--- config.mk ---
export PLATFORM = sky130hd
export DESIGN_NAME = pt_walker
export DESIGN_NICKNAME = d
export VERILOG_FILES = /design/src/rtl/pt_walker_pkg.sv /design/src/rtl/pt_l1_decode.sv /design/src/rtl/pt_l2_decode.sv /design/src/rtl/pt_walker.sv
export SDC_FILE = /design/constraint.sdc
export NUM_CORES = 1
export LEC_CHECK = 0
export CORE_MARGIN = 8
export CORE_UTILIZATION = 40
export CTS_CLUSTER_SIZE = 25
export DETAILED_ROUTE_END_ITERATION = 8
export PLACE_DENSITY = 0.73
export SYNTH_ARGS = -nofsm -noshare
export SYNTH_HDL_FRONTEND = slang
export SYNTH_SLANG_ARGS = --single-unit
--- constraint.sdc ---
create_clock -name clk_i -period 2.23 [get_ports clk_i]
set_clock_uncertainty 0.2 [all_clocks]
set_input_delay 0.446 -clock clk_i [delete_from_list [all_inputs] [get_ports clk_i]]
set_output_delay 0.446 -clock clk_i [all_outputs]
set_load 0.02 [all_outputs]
--- src/rtl/pt_walker_pkg.sv ---
package pt_walker_pkg;

  typedef enum logic [2:0] {
    ST_IDLE,
    ST_FETCH_L1,
    ST_FETCH_L2,
    ST_DONE,
    ST_FAULT
  } walk_state_e;

  typedef enum logic [1:0] {
    MAP_NONE    = 2'd0,
    MAP_SMALL   = 2'd1,
    MAP_LARGE   = 2'd2,
    MAP_SECTION = 2'd3
  } map_size_e;

  typedef enum logic [1:0] {
    L1_FAULT,
    L1_SECTION,
    L1_TABLE
  } l1_kind_e;

  typedef enum logic [1:0] {
    L2_FAULT,
    L2_LARGE,
    L2_SMALL
  } l2_kind_e;

  localparam logic [1:0] L1_TAG_SECTION = 2'b10;
  localparam logic [1:0] L1_TAG_TABLE   = 2'b01;
  localparam logic [1:0] L2_TAG_LARGE   = 2'b01;

endpackage

--- src/rtl/pt_l1_decode.sv ---
module pt_l1_decode
  import pt_walker_pkg::*;
#(
  parameter int ADDR_W     = 32,
  parameter int SECT_SHIFT = 20,
  parameter int PAGE_SHIFT = 12,
  parameter int L2_ALIGN   = 10
) (
  input  logic [ADDR_W-1:0]     desc_i,
  input  logic [SECT_SHIFT-1:0] va_low_i,
  output l1_kind_e              kind_o,
  output logic [ADDR_W-1:0]     sect_pa_o,
  output logic [ADDR_W-1:0]     l2_addr_o
);

  localparam int L2_IDX_W = SECT_SHIFT - PAGE_SHIFT;

  logic [ADDR_W-1:0]   l2_base;
  logic [ADDR_W-1:0]   l2_off;
  logic [L2_IDX_W-1:0] l2_idx;
  logic                unused_bits;

  assign unused_bits = ^desc_i[L2_ALIGN-1:2];

  assign l2_idx    = va_low_i[SECT_SHIFT-1:PAGE_SHIFT];
  assign l2_base   = {desc_i[ADDR_W-1:L2_ALIGN], {L2_ALIGN{1'b0}}};
  assign l2_off    = ADDR_W'({l2_idx, 2'b00});
  assign l2_addr_o = l2_base + l2_off;
  assign sect_pa_o = {desc_i[ADDR_W-1:SECT_SHIFT], va_low_i};

  always_comb begin
    unique case (desc_i[1:0])
      L1_TAG_SECTION: kind_o = L1_SECTION;
      L1_TAG_TABLE:   kind_o = L1_TABLE;
      default:        kind_o = L1_FAULT;
    endcase
  end

endmodule

--- src/rtl/pt_l2_decode.sv ---
module pt_l2_decode
  import pt_walker_pkg::*;
#(
  parameter int ADDR_W      = 32,
  parameter int LARGE_SHIFT = 16,
  parameter int PAGE_SHIFT  = 12
) (
  input  logic [ADDR_W-1:0]      desc_i,
  input  logic [LARGE_SHIFT-1:0] va_low_i,
  output l2_kind_e               kind_o,
  output logic [ADDR_W-1:0]      pa_o
);

  logic unused_bits;
  assign unused_bits = ^desc_i[PAGE_SHIFT-1:2];

  always_comb begin
    if (desc_i[1]) begin
      kind_o = L2_SMALL;
    end else if (desc_i[1:0] == L2_TAG_LARGE) begin
      kind_o = L2_LARGE;
    end else begin
      kind_o = L2_FAULT;
    end
  end

  always_comb begin
    if (kind_o == L2_LARGE) begin
      pa_o = {desc_i[ADDR_W-1:LARGE_SHIFT], va_low_i};
    end else begin
      pa_o = {desc_i[ADDR_W-1:PAGE_SHIFT], va_low_i[PAGE_SHIFT-1:0]};
    end
  end

endmodule

--- src/rtl/pt_walker.sv ---
module pt_walker
  import pt_walker_pkg::*;
#(
  parameter int ADDR_W      = 32,
  parameter int SECT_SHIFT  = 20,
  parameter int LARGE_SHIFT = 16,
  parameter int PAGE_SHIFT  = 12,
  parameter int L2_ALIGN    = 10
) (
  input  logic              clk_i,
  input  logic              rst_ni,
  input  logic              req_valid_i,
  input  logic [ADDR_W-1:0] req_va_i,
  input  logic              req_write_i,
  input  logic [ADDR_W-1:0] tbl_base_i,
  output logic              req_ready_o,
  output logic              mem_req_valid_o,
  output logic [ADDR_W-1:0] mem_req_addr_o,
  input  logic              mem_rsp_valid_i,
  input  logic [ADDR_W-1:0] mem_rsp_data_i,
  output logic              done_o,
  output logic [ADDR_W-1:0] pa_o,
  output logic [1:0]        size_o,
  output logic              resp_write_o,
  output logic              fault_o,
  output logic              fault_level_o,
  output logic [ADDR_W-1:0] fault_addr_o
);

  localparam int L1_IDX_W = ADDR_W - SECT_SHIFT;

  walk_state_e       state_q;
  logic [ADDR_W-1:0] va_q;
  logic              wr_q;
  logic              mem_vld_q;
  logic [ADDR_W-1:0] mem_addr_q;
  logic [ADDR_W-1:0] pa_q;
  map_size_e         size_q;
  logic              flvl_q;

  logic              accept;
  logic              rsp_take;
  logic [L1_IDX_W-1:0] l1_idx;
  logic [ADDR_W-1:0] l1_addr;

  l1_kind_e          l1_kind;
  logic [ADDR_W-1:0] l1_sect_pa;
  logic [ADDR_W-1:0] l1_next_addr;
  l2_kind_e          l2_kind;
  logic [ADDR_W-1:0] l2_pa;

  assign accept   = (state_q == ST_IDLE) && req_valid_i;
  // A response is only meaningful after the request pulse has gone out
  assign rsp_take = mem_rsp_valid_i && !mem_vld_q;
  assign l1_idx   = req_va_i[ADDR_W-1:SECT_SHIFT];
  // The base only feeds this sum, so capturing the address captures the base
  assign l1_addr  = tbl_base_i + ADDR_W'({l1_idx, 2'b00});

  pt_l1_decode #(
    .ADDR_W    (ADDR_W),
    .SECT_SHIFT(SECT_SHIFT),
    .PAGE_SHIFT(PAGE_SHIFT),
    .L2_ALIGN  (L2_ALIGN)
  ) u_l1_dec (
    .desc_i   (mem_rsp_data_i),
    .va_low_i (va_q[SECT_SHIFT-1:0]),
    .kind_o   (l1_kind),
    .sect_pa_o(l1_sect_pa),
    .l2_addr_o(l1_next_addr)
  );

  pt_l2_decode #(
    .ADDR_W     (ADDR_W),
    .LARGE_SHIFT(LARGE_SHIFT),
    .PAGE_SHIFT (PAGE_SHIFT)
  ) u_l2_dec (
    .desc_i  (mem_rsp_data_i),
    .va_low_i(va_q[LARGE_SHIFT-1:0]),
    .kind_o  (l2_kind),
    .pa_o    (l2_pa)
  );

  always_ff @(posedge clk_i or negedge rst_ni) begin
    if (!rst_ni) begin
      state_q    <= ST_IDLE;
      va_q       <= '0;
      wr_q       <= 1'b0;
      mem_vld_q  <= 1'b0;
      mem_addr_q <= '0;
      pa_q       <= '0;
      size_q     <= MAP_NONE;
      flvl_q     <= 1'b0;
    end else begin
      unique case (state_q)
        ST_IDLE: begin
          if (accept) begin
            va_q       <= req_va_i;
            wr_q       <= req_write_i;
            mem_addr_q <= l1_addr;
            mem_vld_q  <= 1'b1;
            size_q     <= MAP_NONE;
            state_q    <= ST_FETCH_L1;
          end
        end
        ST_FETCH_L1: begin
          mem_vld_q <= 1'b0;
          if (rsp_take) begin
            unique case (l1_kind)
              L1_SECTION: begin
                pa_q    <= l1_sect_pa;
                size_q  <= MAP_SECTION;
                state_q <= ST_DONE;
              end
              L1_TABLE: begin
                mem_addr_q <= l1_next_addr;
                mem_vld_q  <= 1'b1;
                state_q    <= ST_FETCH_L2;
              end
              default: begin
                flvl_q  <= 1'b0;
                state_q <= ST_FAULT;
              end
            endcase
          end
        end
        ST_FETCH_L2: begin
          mem_vld_q <= 1'b0;
          if (rsp_take) begin
            unique case (l2_kind)
              L2_LARGE: begin
                pa_q    <= l2_pa;
                size_q  <= MAP_LARGE;
                state_q <= ST_DONE;
              end
              L2_SMALL: begin
                pa_q    <= l2_pa;
                size_q  <= MAP_SMALL;
                state_q <= ST_DONE;
              end
              default: begin
                flvl_q  <= 1'b1;
                state_q <= ST_FAULT;
              end
            endcase
          end
        end
        default: state_q <= ST_IDLE;
      endcase
    end
  end

  assign req_ready_o     = (state_q == ST_IDLE);
  assign mem_req_valid_o = mem_vld_q;
  assign mem_req_addr_o  = mem_addr_q;
  assign done_o          = (state_q == ST_DONE);
  assign fault_o         = (state_q == ST_FAULT);
  assign pa_o            = pa_q;
  assign size_o          = size_q;
  assign resp_write_o    = wr_q;
  assign fault_level_o   = flvl_q;
  assign fault_addr_o    = va_q;

  p_accept_fetch_r2: assert property (@(posedge clk_i) disable iff (!rst_ni)
    (req_valid_i && req_ready_o) |=> mem_req_valid_o);

  p_req_pulse_r12: assert property (@(posedge clk_i) disable iff (!rst_ni)
    mem_req_valid_o |=> !mem_req_valid_o);

  p_busy_r9: assert property (@(posedge clk_i) disable iff (!rst_ni)
    mem_req_valid_o |-> !req_ready_o);

  p_done_pulse_r9: assert property (@(posedge clk_i) disable iff (!rst_ni)
    done_o |=> !done_o);

  p_fault_pulse_r9: assert property (@(posedge clk_i) disable iff (!rst_ni)
    fault_o |=> !fault_o);

  p_excl_r9: assert property (@(posedge clk_i) disable iff (!rst_ni)
    done_o |-> !fault_o);

  p_sect_off_r3: assert property (@(posedge clk_i) disable iff (!rst_ni)
    (done_o && size_o == MAP_SECTION) |->
      pa_o[SECT_SHIFT-1:0] == fault_addr_o[SECT_SHIFT-1:0]);

  p_large_off_r6: assert property (@(posedge clk_i) disable iff (!rst_ni)
    (done_o && size_o == MAP_LARGE) |->
      pa_o[LARGE_SHIFT-1:0] == fault_addr_o[LARGE_SHIFT-1:0]);

  p_small_off_r7: assert property (@(posedge clk_i) disable iff (!rst_ni)
    (done_o && size_o == MAP_SMALL) |->
      pa_o[PAGE_SHIFT-1:0] == fault_addr_o[PAGE_SHIFT-1:0]);

endmodule

==> run summary, run 1 <==
status -> complete, but fails checks
failing checks -> setup timing
Port-buffer cells -> 196
Min-Delay Endpoint -> fault_addr_o[20]$_DFFE_PN0P_
family with the most delay on the worst path -> compound AO/OA/AOI/OAI gates
fin. max-slew vios -> 0
first-pass GRT wire length -> 31100 um
non-filler cells, final -> 1026
Setup Total Neg Slack -> -0.0554 ns
core region area -> 0.0132 sq mm
peak supply drop -> 0.000685 V
clock sinks -> 104
Storage cell area -> 0.00261 sq mm
cell breakdown of the critical path -> dlygate4sd2_1 > ha_4 > buf_4 > o21a_4 > o2111ai_4 > buf_12 > o2111ai_4 > nand3_2 > xor2_1 > o22ai_1
Avg Vias per Cell -> 5.42
crit path kind -> input pin to flop
slew margin rel. -> 64.6%
DR iter-0 viols -> 491
register bit total from synthesis -> 104
RR Endpoint -> pa_o[7]$_DFFE_PN0P_
vias in the first global route -> 5652
die area -> 0.0175 sq mm
Final period util -> 102%
CP peak stage delay -> 0.29 ns
CP Buf/Inv Count -> 3
Overall Power -> 12200 uW
CP most frequent cell -> o2111ai_4
gpl congestion -> 0.915
cell count after placement -> 993
Remaining Overflow, GRT -> 0
most common flop cell mapped by yosys -> dfrtp_1
hold path start -> req_va_i[20]
Tot GR Track Use -> 22.3%
Slew @ Worst Pin -> 0.530 ns
Detail Route Antenna Nets -> 0
hold depth -> 3
Yosys top cell by area -> dfrtp_1
max-cap viol count -> 0
DR vias -> 5562
RSZ-0062 raised after global routing -> yes
r2r setup slk -> 0.02 ns
Nets -> 963
FF-to-FF path depth -> 8
top sig layer -> met4
Post-synth EDFFs -> 0
largest cells by area after synthesis -> dfrtp_1 48%, nand2_1 9.5%, mux2_1 5.4%
num ports -> 205
post-synthesis sequential area ratio -> 48.0%
total of fill cells in the finished design -> 1006
worst setup margin -> -0.0554 ns
CP startpoint kind -> input pin
final setup violation count -> 1
final instance area -> 0.00916 sq mm
Final min period -> 2.29 ns
Initial Util -> 40.9%
met2 routed WL -> 10200 um
H-tree Lvls -> 3
share of the synthesized area in the top cell type -> 48.0%
clock transition at the registers of the reported paths -> 0.07 ns
metal3 WL -> 1540 um
PD cells -> 1330 mW/mm^2
CTS Root Buffer Type -> clkbuf_16
synthesized instance count -> 563
routed wire length -> 20400 um
final antenna diode count -> 0
Fin. Hold Viols -> 0
Worst-Skew Late Latency -> 0.36 ns
share of flip-flops with an asynchronous set or reset -> 100%
Wirelength per Cell -> 19.9 um
CP required -> 2.25 ns
largest net degree at the start of global routing -> 97
Post-Place Cell Area -> 0.00830 sq mm
Mapped Area -> 0.00542 sq mm
FF-to-FF Start -> state_q[1]$_DFFE_PN0P_
M1 wire length -> 8150 um
f_max -> 0.438 GHz
Die Wd -> 132 um
hold crit path type -> input pin to flop
crit path DAT -> 2.30 ns
Mean Syn Cell Area -> 9.62 sq um
worst-path fanout max -> 4
total CTS buffers -> 9
CTS tree -> built
most numerous cell in the Yosys netlist -> nand2_1
initial antenna violation count -> 0
Area growth syn-to-layout -> 69.0%
YS warnings -> 0
drt first pass iters -> 5
crit end category -> flop
footprint of the multi-input gates -> 0.00312 sq mm
Synth cell types -> 62
syn nets -> 681
CTS max path bufs -> 2
num rows -> 42
share of cells above drive strength 1 -> 22.0%
Leak -> 0.00405 uW
DIE HEIGHT -> 132 um
DRC -> 0
dpl hpwl -> 14400 um
crit path max-delay cell type -> o2111ai_4
Post-synth top cells -> 137 x nand2_1, 104 x dfrtp_1, 36 x a21oi_1, 29 x nor2_1, 26 x mux2_1
worst reg2reg max path, stage by stage (launching register included):
cell and delay (ns):
dfrtp_2 0.47, buf_4 0.19, nor3b_4 0.23, nor2_1 0.10, a21oi_1 0.14, nand3b_1 0.10
buf_4 0.17, buf_12 0.15, mux2_1 0.33
cells by family (layout without fill, tap and decap cells):
logic type / after synthesis / after routing / share of synthesized area, %
xor gates and xnor gates: 22 / 22 / 3.56
buffers and inverters: 37 / 323 / 3.30
muxes: 39 / 39 / 7.81
AOI/OAI and AO/OA: 115 / 116 / 13.8
adders and majority gates: 17 / 17 / 4.07
DFF: 104 / 104 / 48.0
and+or+nand+nor: 229 / 229 / 19.4
placed cells by master (no fill, tap or decap), types with 10 or more instances in the layout:
cell,n
a21oi_1,32
and3_1,11
buf_4,88
clkbuf_16,11
clkdlybuf4s50_1,170
dfrtp_1,101
dlygate4sd2_1,14
ha_4,11
mux2_1,26
mux2i_1,13
nand2_1,134
nand3_1,11
nor2_1,28
o21ai_1,18
o22ai_1,14
xnor2_1,10
xor2_1,12
layer usage:
metal / track usage (%) / vias up
met4: 8.77 / 0
met5: 0 / -
met3: 6.82 / 40
met2: 37.3 / 260
met1: 26.2 / 2727
li1: - / 2535
layout make-up:
cell class	instances	share of cell area [%]
Multi-Input combinational cell	423	34.0
Timing Repair Buffer	300	31.4
Sequential cell	104	28.5
Clock buffer	11	2.54
Tap cell	176	2.41
Clock inverter	5	0.888
Inverter	7	0.287
sequential cells by signal, summed over array words and instances, names as in the netlist:
name             count
state_q              3
resp_write_o         1
size_o               2
fault_addr_o        32
mem_req_addr_o      32
fault_level_o        1
mem_req_valid_o      1
pa_o                32
timing repair:
action / in CTS / in global routing
gates resized for setup: 65 / 36
hold endpoints to repair: 8 / 0
setup buffers: 5 / 8
cloned: 1 / 3
setup endpoints to repair: 37 / 66
pin swaps: 35 / 33
hold buffers: 1 / 0
worst max-delay path by stage:
stage                        start                              to  slack [ns]  cells past startpoint
floorplan             req_va_i[20]  mem_req_addr_o[26]$_DFFE_PN0P_       -0.06                      8
global route         tbl_base_i[7]  mem_req_addr_o[17]$_DFFE_PN0P_       -0.10                     10
detailed placement    req_va_i[26]  mem_req_addr_o[27]$_DFFE_PN0P_       -0.84                      8
finish               tbl_base_i[7]  mem_req_addr_o[17]$_DFFE_PN0P_       -0.06                     10
CTS                 tbl_base_i[11]  mem_req_addr_o[31]$_DFFE_PN0P_      0.0006                      9
global placement      req_va_i[26]  mem_req_addr_o[29]$_DFFE_PN0P_       -0.73                      8
metrics by stage:
stage,setup slack (ns),hold slack [ns],utilization [%]
after global routing,-0.105,0.148,69.1
after floorplan,-0.0565,-0.0496,-
after global placement,-0.730,0.0794,62.6
after CTS,0.000587,0.218,67.2
after detailed placement,-0.843,0.0823,62.6
final,-0.0554,0.141,69.1
where the power goes:
group	switching, uW	internal, uW
logic	3720	3340
registers	641	2800
clock network	724	986
total	5090	7130
Power figures use the tool's default switching activity.
==> inputs of run 2 (changes only) <==
--- a/config.mk
+++ b/config.mk
@@ -6,10 +6,10 @@
 export NUM_CORES = 1
 export LEC_CHECK = 0
 export CORE_MARGIN = 8
-export CORE_UTILIZATION = 40
+export CORE_UTILIZATION = 25
 export CTS_CLUSTER_SIZE = 25
 export DETAILED_ROUTE_END_ITERATION = 8
-export PLACE_DENSITY = 0.73
+export PLACE_DENSITY = 0.48
 export SYNTH_ARGS = -nofsm -noshare
 export SYNTH_HDL_FRONTEND = slang
 export SYNTH_SLANG_ARGS = --single-unit
==> constraint.sdc (replaced) <==
create_clock -name clk_i -period 2.23 [get_ports clk_i]
set_clock_uncertainty 0.2 [all_clocks]
set_input_delay 0.3345 -clock clk_i [delete_from_list [all_inputs] [get_ports clk_i]]
set_output_delay 0.3345 -clock clk_i [all_outputs]
set_load 0.02 [all_outputs]
==> run summary, run 2 (synthesized netlist as in run 1, its figures left out) <==
Leak -> 0.00400 uW (-1.3%)
share of cells above drive strength 1 -> 20.8% (-1.2 points)
clock power share -> 14.4% (+0.4 points)
RSZ-0062 raised after global routing -> yes
metal3 WL -> 1480 um (-3.8%)
Wirelength per Cell -> 18.7 um (-6.1%)
f_max -> 0.458 GHz (+4.6%)
DRC -> 0 (unchanged)
crit end category -> flop
Logic pwr share -> 57.1% (-0.7 points)
CP startpoint kind -> input pin
worst-path fanout max -> 7 (+3)
initial antenna violation count -> 0 (unchanged)
met2 routed WL -> 10100 um (-0.83%)
Initial Util -> 25.1% (-16 points)
cell breakdown of the critical path -> clkdlybuf4s50_1 > ha_4 > a211o_1 > o22ai_4 > buf_12 > a2111oi_4 > xnor2_1 > o22ai_1
core region area -> 0.0216 sq mm (+63%)
hold crit path type -> input pin to flop
Nets -> 964 (+0.10%)
Port-buffer cells -> 196 (unchanged)
Detail Route Antenna Nets -> 0 (unchanged)
Die Wd -> 163 um (+23%)
largest net degree at the start of global routing -> 60 (-38%)
Hold WS -> 0.0498 ns (-0.0913 ns)
die area -> 0.0266 sq mm (+52%)
hold depth -> 3 (unchanged)
total of fill cells in the finished design -> 2082 (+110%)
peak supply drop -> 0.000627 V (-8.4%)
Final period util -> 98.0% (-4.5 points)
PD cells -> 1320 mW/mm^2 (-1.3%)
P_sw -> 5060 uW (-0.58%)
status -> complete, no violations
num ports -> 205 (unchanged)
fin. max-slew vios -> 0 (unchanged)
CTS tree -> built
CP peak stage delay -> 0.51 ns (+0.22 ns)
most common cell after layout, fill and taps aside -> clkdlybuf4s50_1
commonest cells after routing, fill and taps aside -> 174 x clkdlybuf4s50_1, 135 x nand2_1, 104 x dfrtp_1
crit path DAT -> 2.21 ns (-0.09 ns)
Tot GR Track Use -> 15.5% (-6.8 points)
Fin. Hold Viols -> 0 (unchanged)
crit path kind -> input pin to flop
CTS max path bufs -> 2 (unchanged)
switching power share of the total -> 42.3% (+0.68 points)
first-pass GRT wire length -> 32400 um (+4.1%)
Overall Power -> 12000 uW (-2.2%)
Avg Vias per Cell -> 4.64 (-14%)
DR vias -> 5257 (-5.5%)
num rows -> 54 (+29%)
clock transition at the registers of the reported paths -> 0.08 ns (about the same)
Pint -> 6900 uW (-3.3%)
routed wire length -> 21200 um (+3.6%)
gpl congestion -> 0.831 (-9.2%)
clock sinks -> 104 (unchanged)
DIE HEIGHT -> 163 um (+23%)
sequential share of power -> 28.5% (+0.3 points)
max-cap viol count -> 0 (unchanged)
Setup Total Neg Slack -> 0 ns (+0.0554 ns)
Remaining Overflow, GRT -> 0 (unchanged)
Slew @ Worst Pin -> 0.402 ns (-0.129 ns)
Worst-Skew Late Latency -> 0.35 ns (about the same)
total CTS buffers -> 9 (unchanged)
FF-to-FF path depth -> 6 (-2)
dpl hpwl -> 16500 um (+14%)
DR iter-0 viols -> 216 (-56%)
final setup violation count -> 0 (-1)
crit path max-delay cell type -> clkdlybuf4s50_1
vias in the first global route -> 5561 (-1.6%)
Layout Utilization -> 42.1% (-27 points)
Post-Place Cell Area -> 0.00847 sq mm (+2.1%)
top sig layer -> met4
Final min period -> 2.19 ns (-0.100 ns)
CP required -> 2.26 ns (about the same)
M1 wire length -> 9150 um (+12%)
CTS Root Buffer Type -> clkbuf_16
slew margin rel. -> 73.2% (+8.6 points)
Area growth syn-to-layout -> 67.6%
drt first pass iters -> 5 (unchanged)
final instance area -> 0.00908 sq mm (-0.85%)
H-tree Lvls -> 3 (unchanged)
==> run 2: changes by cell type in the layout (fill, tap and decap cells not counted), moves of 3 or more <==
cell | before | now
nand3_1 | 11 | 16
dfrtp_1 | 101 | 104
dfrtp_2 | 3 | 0
clkdlybuf4s50_1 | 170 | 174
nand3_2 | 5 | 0
buf_4 | 88 | 95
buf_12 | 9 | 4
o2111ai_4 | 3 | 0
==> run 2: area by class of cell <==
class / count / area, sq um / area share [%]
Tap cell: 280 / 350 / 3.86
Antenna cell: 1 / 2.50 / 0.0276
Timing Repair Buffer: 302 / 2810 / 30.9
Clock inverter: 7 / 86.3 / 0.951
Inverter: 7 / 26.3 / 0.289
Clock buffer: 9 / 225 / 2.48
Multi-Input combinational cell: 422 / 2980 / 32.8
Sequential cell: 104 / 2600 / 28.7
==> run 2: through the flow <==
stage | setup WS (ns) | cells
finish | 0.0449 | 1132
detailed placement | -0.595 | 1109
global route | -0.0185 | 1131
floorplan | 0.00215 | 563
global placement | -0.565 | 1109
CTS | 0.0119 | 1127
==> run 2: worst paths after layout <==
path | start | end | slack, ns
worst max-delay path | tbl_base_i[9] | mem_req_addr_o[26]$_DFFE_PN0P_ | 0.04
worst min-delay path | req_va_i[20] | fault_addr_o[20]$_DFFE_PN0P_ | 0.05
worst max register to register | state_q[1]$_DFFE_PN0P_ | mem_req_addr_o[21]$_DFFE_PN0P_ | 0.15
worst min register to register | fault_addr_o[20]$_DFFE_PN0P_ | fault_addr_o[20]$_DFFE_PN0P_ | 0.28
max in group asynchronous | rst_ni | fault_addr_o[22]$_DFFE_PN0P_ | 0.92
min in group asynchronous | rst_ni | pa_o[23]$_DFFE_PN0P_ | 0.20
==> run 2: power groups by stage <==
stage	sequential (uW)	combinational [uW]	clock, uW
floorplan	4370	2370	0
global placement	3420	6730	0
detailed placement	3450	6800	0
CTS	3420	6840	1790
global route	3530	7400	1860
finish	3400	6830	1720
==> run 2: critical path: cells and delay by family <==
kind            cells  cell delay, ns
compound gates      4            0.75
xor+xnor            1            0.21
fa+ha+maj           1            0.23
buf+inv             2            0.69
==> run 2: per-layer routing <==
metal  vias up  track usage (%)
li1       2540                -
met1      2540             19.4
met2       151             25.2
met3        26             4.54
met4         0             4.75
met5         -                0
==> run 2: timing repair <==
item / 4_1_cts / 5_1_grt
pin swaps: 16 / 19
hold buffers: 1 / 0
setup endpoints to repair: 24 / 52
cloned: 1 / 0
buffers inserted: 0 / 4
gates resized for setup: 35 / 31
hold endpoints to repair: 16 / 0
==> inputs of run 3 (changes only) <==
--- a/config.mk
+++ b/config.mk
@@ -6,10 +6,11 @@
 export NUM_CORES = 1
 export LEC_CHECK = 0
 export CORE_MARGIN = 8
-export CORE_UTILIZATION = 25
+export CORE_UTILIZATION = 40
 export CTS_CLUSTER_SIZE = 25
 export DETAILED_ROUTE_END_ITERATION = 8
-export PLACE_DENSITY = 0.48
+export PLACE_DENSITY = 0.73
+export SLEW_MARGIN = 20
 export SYNTH_ARGS = -nofsm -noshare
 export SYNTH_HDL_FRONTEND = slang
 export SYNTH_SLANG_ARGS = --single-unit
==> run summary, run 3 (synthesized netlist as in run 1, its figures left out) <==
Final period util -> 98.4% (+0.45 points)
Remaining Overflow, GRT -> 0 (unchanged)
max-cap viol count -> 0 (unchanged)
crit path kind -> input pin to flop
num rows -> 42 (-22%)
initial antenna violation count -> 0 (unchanged)
slew margin rel. -> 72.7% (-0.53 points)
first-pass GRT wire length -> 30600 um (-5.4%)
largest net degree at the start of global routing -> 52 (-13%)
final antenna diode count -> 0 (-1)
Port-buffer cells -> 196 (unchanged)
crit path max-delay cell type -> clkdlybuf4s50_1
Die Wd -> 132 um (-19%)
CTS tree -> built
DIE HEIGHT -> 132 um (-19%)
Leak -> 0.00407 uW (+1.8%)
num ports -> 205 (unchanged)
Slew @ Worst Pin -> 0.410 ns (+0.00799 ns)
Worst-Skew Late Latency -> 0.35 ns (about the same)
Layout Utilization -> 68.7% (+27 points)
crit end category -> flop
core region area -> 0.0132 sq mm (-39%)
r2r setup slk -> 0.03 ns (-0.12 ns)
RR Endpoint -> pa_o[26]$_DFFE_PN0P_
Detail Route Antenna Nets -> 0 (unchanged)
Tot GR Track Use -> 21.8% (+6.3 points)
Wirelength per Cell -> 19.1 um (+1.8%)
CP startpoint kind -> input pin
routed wire length -> 19600 um (-7.3%)
Area growth syn-to-layout -> 68.1%
hold path start -> req_va_i[20]
CTS max path bufs -> 2 (unchanged)
family with the most delay on the worst path -> compound AO/OA/AOI/OAI gates
die area -> 0.0175 sq mm (-34%)
Fin. Hold Viols -> 0 (unchanged)
commonest cells after routing, fill and taps aside -> 175 x clkdlybuf4s50_1, 136 x nand2_1, 102 x dfrtp_1
total CTS buffers -> 9 (unchanged)
gpl congestion -> 0.933 (+12%)
peak supply drop -> 0.000636 V (+1.4%)
CP Buf/Inv Count -> 1 (-1)
Initial Util -> 40.9% (+16 points)
clock transition at the registers of the reported paths -> 0.07 ns (about the same)
most common cell after layout, fill and taps aside -> clkdlybuf4s50_1
final setup violation count -> 0 (unchanged)
FF-to-FF path depth -> 5 (-1)
status -> complete, no violations
CTS Root Buffer Type -> clkbuf_16
dpl hpwl -> 14700 um (-11%)
CP peak stage delay -> 0.46 ns (-0.05 ns)
Avg Vias per Cell -> 5.31 (+14%)
Nets -> 968 (+0.41%)
Overall Power -> 12100 uW (+1.1%)
H-tree Lvls -> 3 (unchanged)
drt first pass iters -> 5 (unchanged)
worst-path fanout max -> 7 (unchanged)
DR vias -> 5476 (+4.2%)
Min-Delay Endpoint -> fault_addr_o[20]$_DFFE_PN0P_
fin. max-slew vios -> 0 (unchanged)
PD cells -> 1330 mW/mm^2 (+0.81%)
Final min period -> 2.20 ns (+0.00994 ns)
Hold WS -> 0.0555 ns (+0.00571 ns)
RSZ-0062 raised after global routing -> yes
FF-to-FF Start -> state_q[1]$_DFFE_PN0P_
clock sinks -> 104 (unchanged)
DRC -> 0 (unchanged)
pre-CTS setup slack -> -0.626 ns (-0.0316 ns)
crit path DAT -> 2.23 ns (+0.02 ns)
CP required -> 2.26 ns (about the same)
DR iter-0 viols -> 433 (+100%)
vias in the first global route -> 5637 (+1.4%)
share of cells above drive strength 1 -> 21.9% (+1.1 points)
cell breakdown of the critical path -> clkdlybuf4s50_1 > ha_4 > o21ai_2 > and2_4 > o21ba_4 > a2111oi_4 > xnor2_1 > o22ai_1
hold crit path type -> input pin to flop
worst setup margin -> 0.0349 ns (-0.00994 ns)
hold depth -> 3 (unchanged)
f_max -> 0.456 GHz (-0.45%)
total of fill cells in the finished design -> 998 (-52%)
Setup Total Neg Slack -> 0 ns (unchanged)
==> run 3: how the worst max path moves through the flow <==
stage	startpoint	endpoint	slack, ns	depth (start not counted)
final	tbl_base_i[10]	mem_req_addr_o[26]$_DFFE_PN0P_	0.03	8
after global placement	req_va_i[20]	mem_req_addr_o[24]$_DFFE_PN0P_	-0.59	10
after floorplan	req_va_i[20]	mem_req_addr_o[26]$_DFFE_PN0P_	0.002	8
after detailed placement	req_va_i[26]	mem_req_addr_o[15]$_DFFE_PN0P_	-0.63	9
after global routing	mem_rsp_data_i[1]	mem_req_addr_o[21]$_DFFE_PN0P_	-0.04	9
after CTS	req_va_i[30]	mem_req_addr_o[15]$_DFFE_PN0P_	-0.02	8
==> run 3: timing repair <==
item,in CTS,in global routing
pin swaps,5,25
cloned,1,1
gates resized for setup,41,46
hold endpoints to repair,24,0
setup endpoints to repair,25,52
hold buffers,1,0
buffers inserted,6,7
==> run 3: layout make-up <==
type	instances	area, sq um	share of cell area (%)
Clock buffer	10	239	2.63
Clock inverter	6	96.3	1.06
Inverter	7	26.3	0.289
Multi-Input combinational cell	422	3060	33.6
Sequential cell	104	2610	28.6
Tap cell	176	220	2.42
Timing Repair Buffer	306	2860	31.4
==> run 3: tightest hold or removal path, stage by stage <==
cell      delay, ns
clkbuf_2       0.12
nand2_1        0.07
nand2_1        0.05
==> run 3: through the flow <==
stage               area [sq um]  cells
finish                      9100   1031
global route                9100   1031
CTS                         8870   1023
detailed placement          8320    999
global placement            8320    999
floorplan                   5510    563
==> run 3: report_power, final <==
part           switching, uW  total, uW  internal (uW)
combinational           3670       6920           3250
sequential               575       3380           2800
clock                    757       1790           1030
total                   5000      12100           7080
==> run 3: layer usage <==
| layer | vias up | part of all wire, % | GRT usage, % |
|---|---|---|---|
| li1 | 2546 | - | - |
| met1 | 2668 | 39 | 25.7 |
| met2 | 227 | 50 | 36.5 |
| met3 | 35 | 7.8 | 5.87 |
| met4 | 0 | 2.8 | 9.27 |
| met5 | - | 0 | 0 |
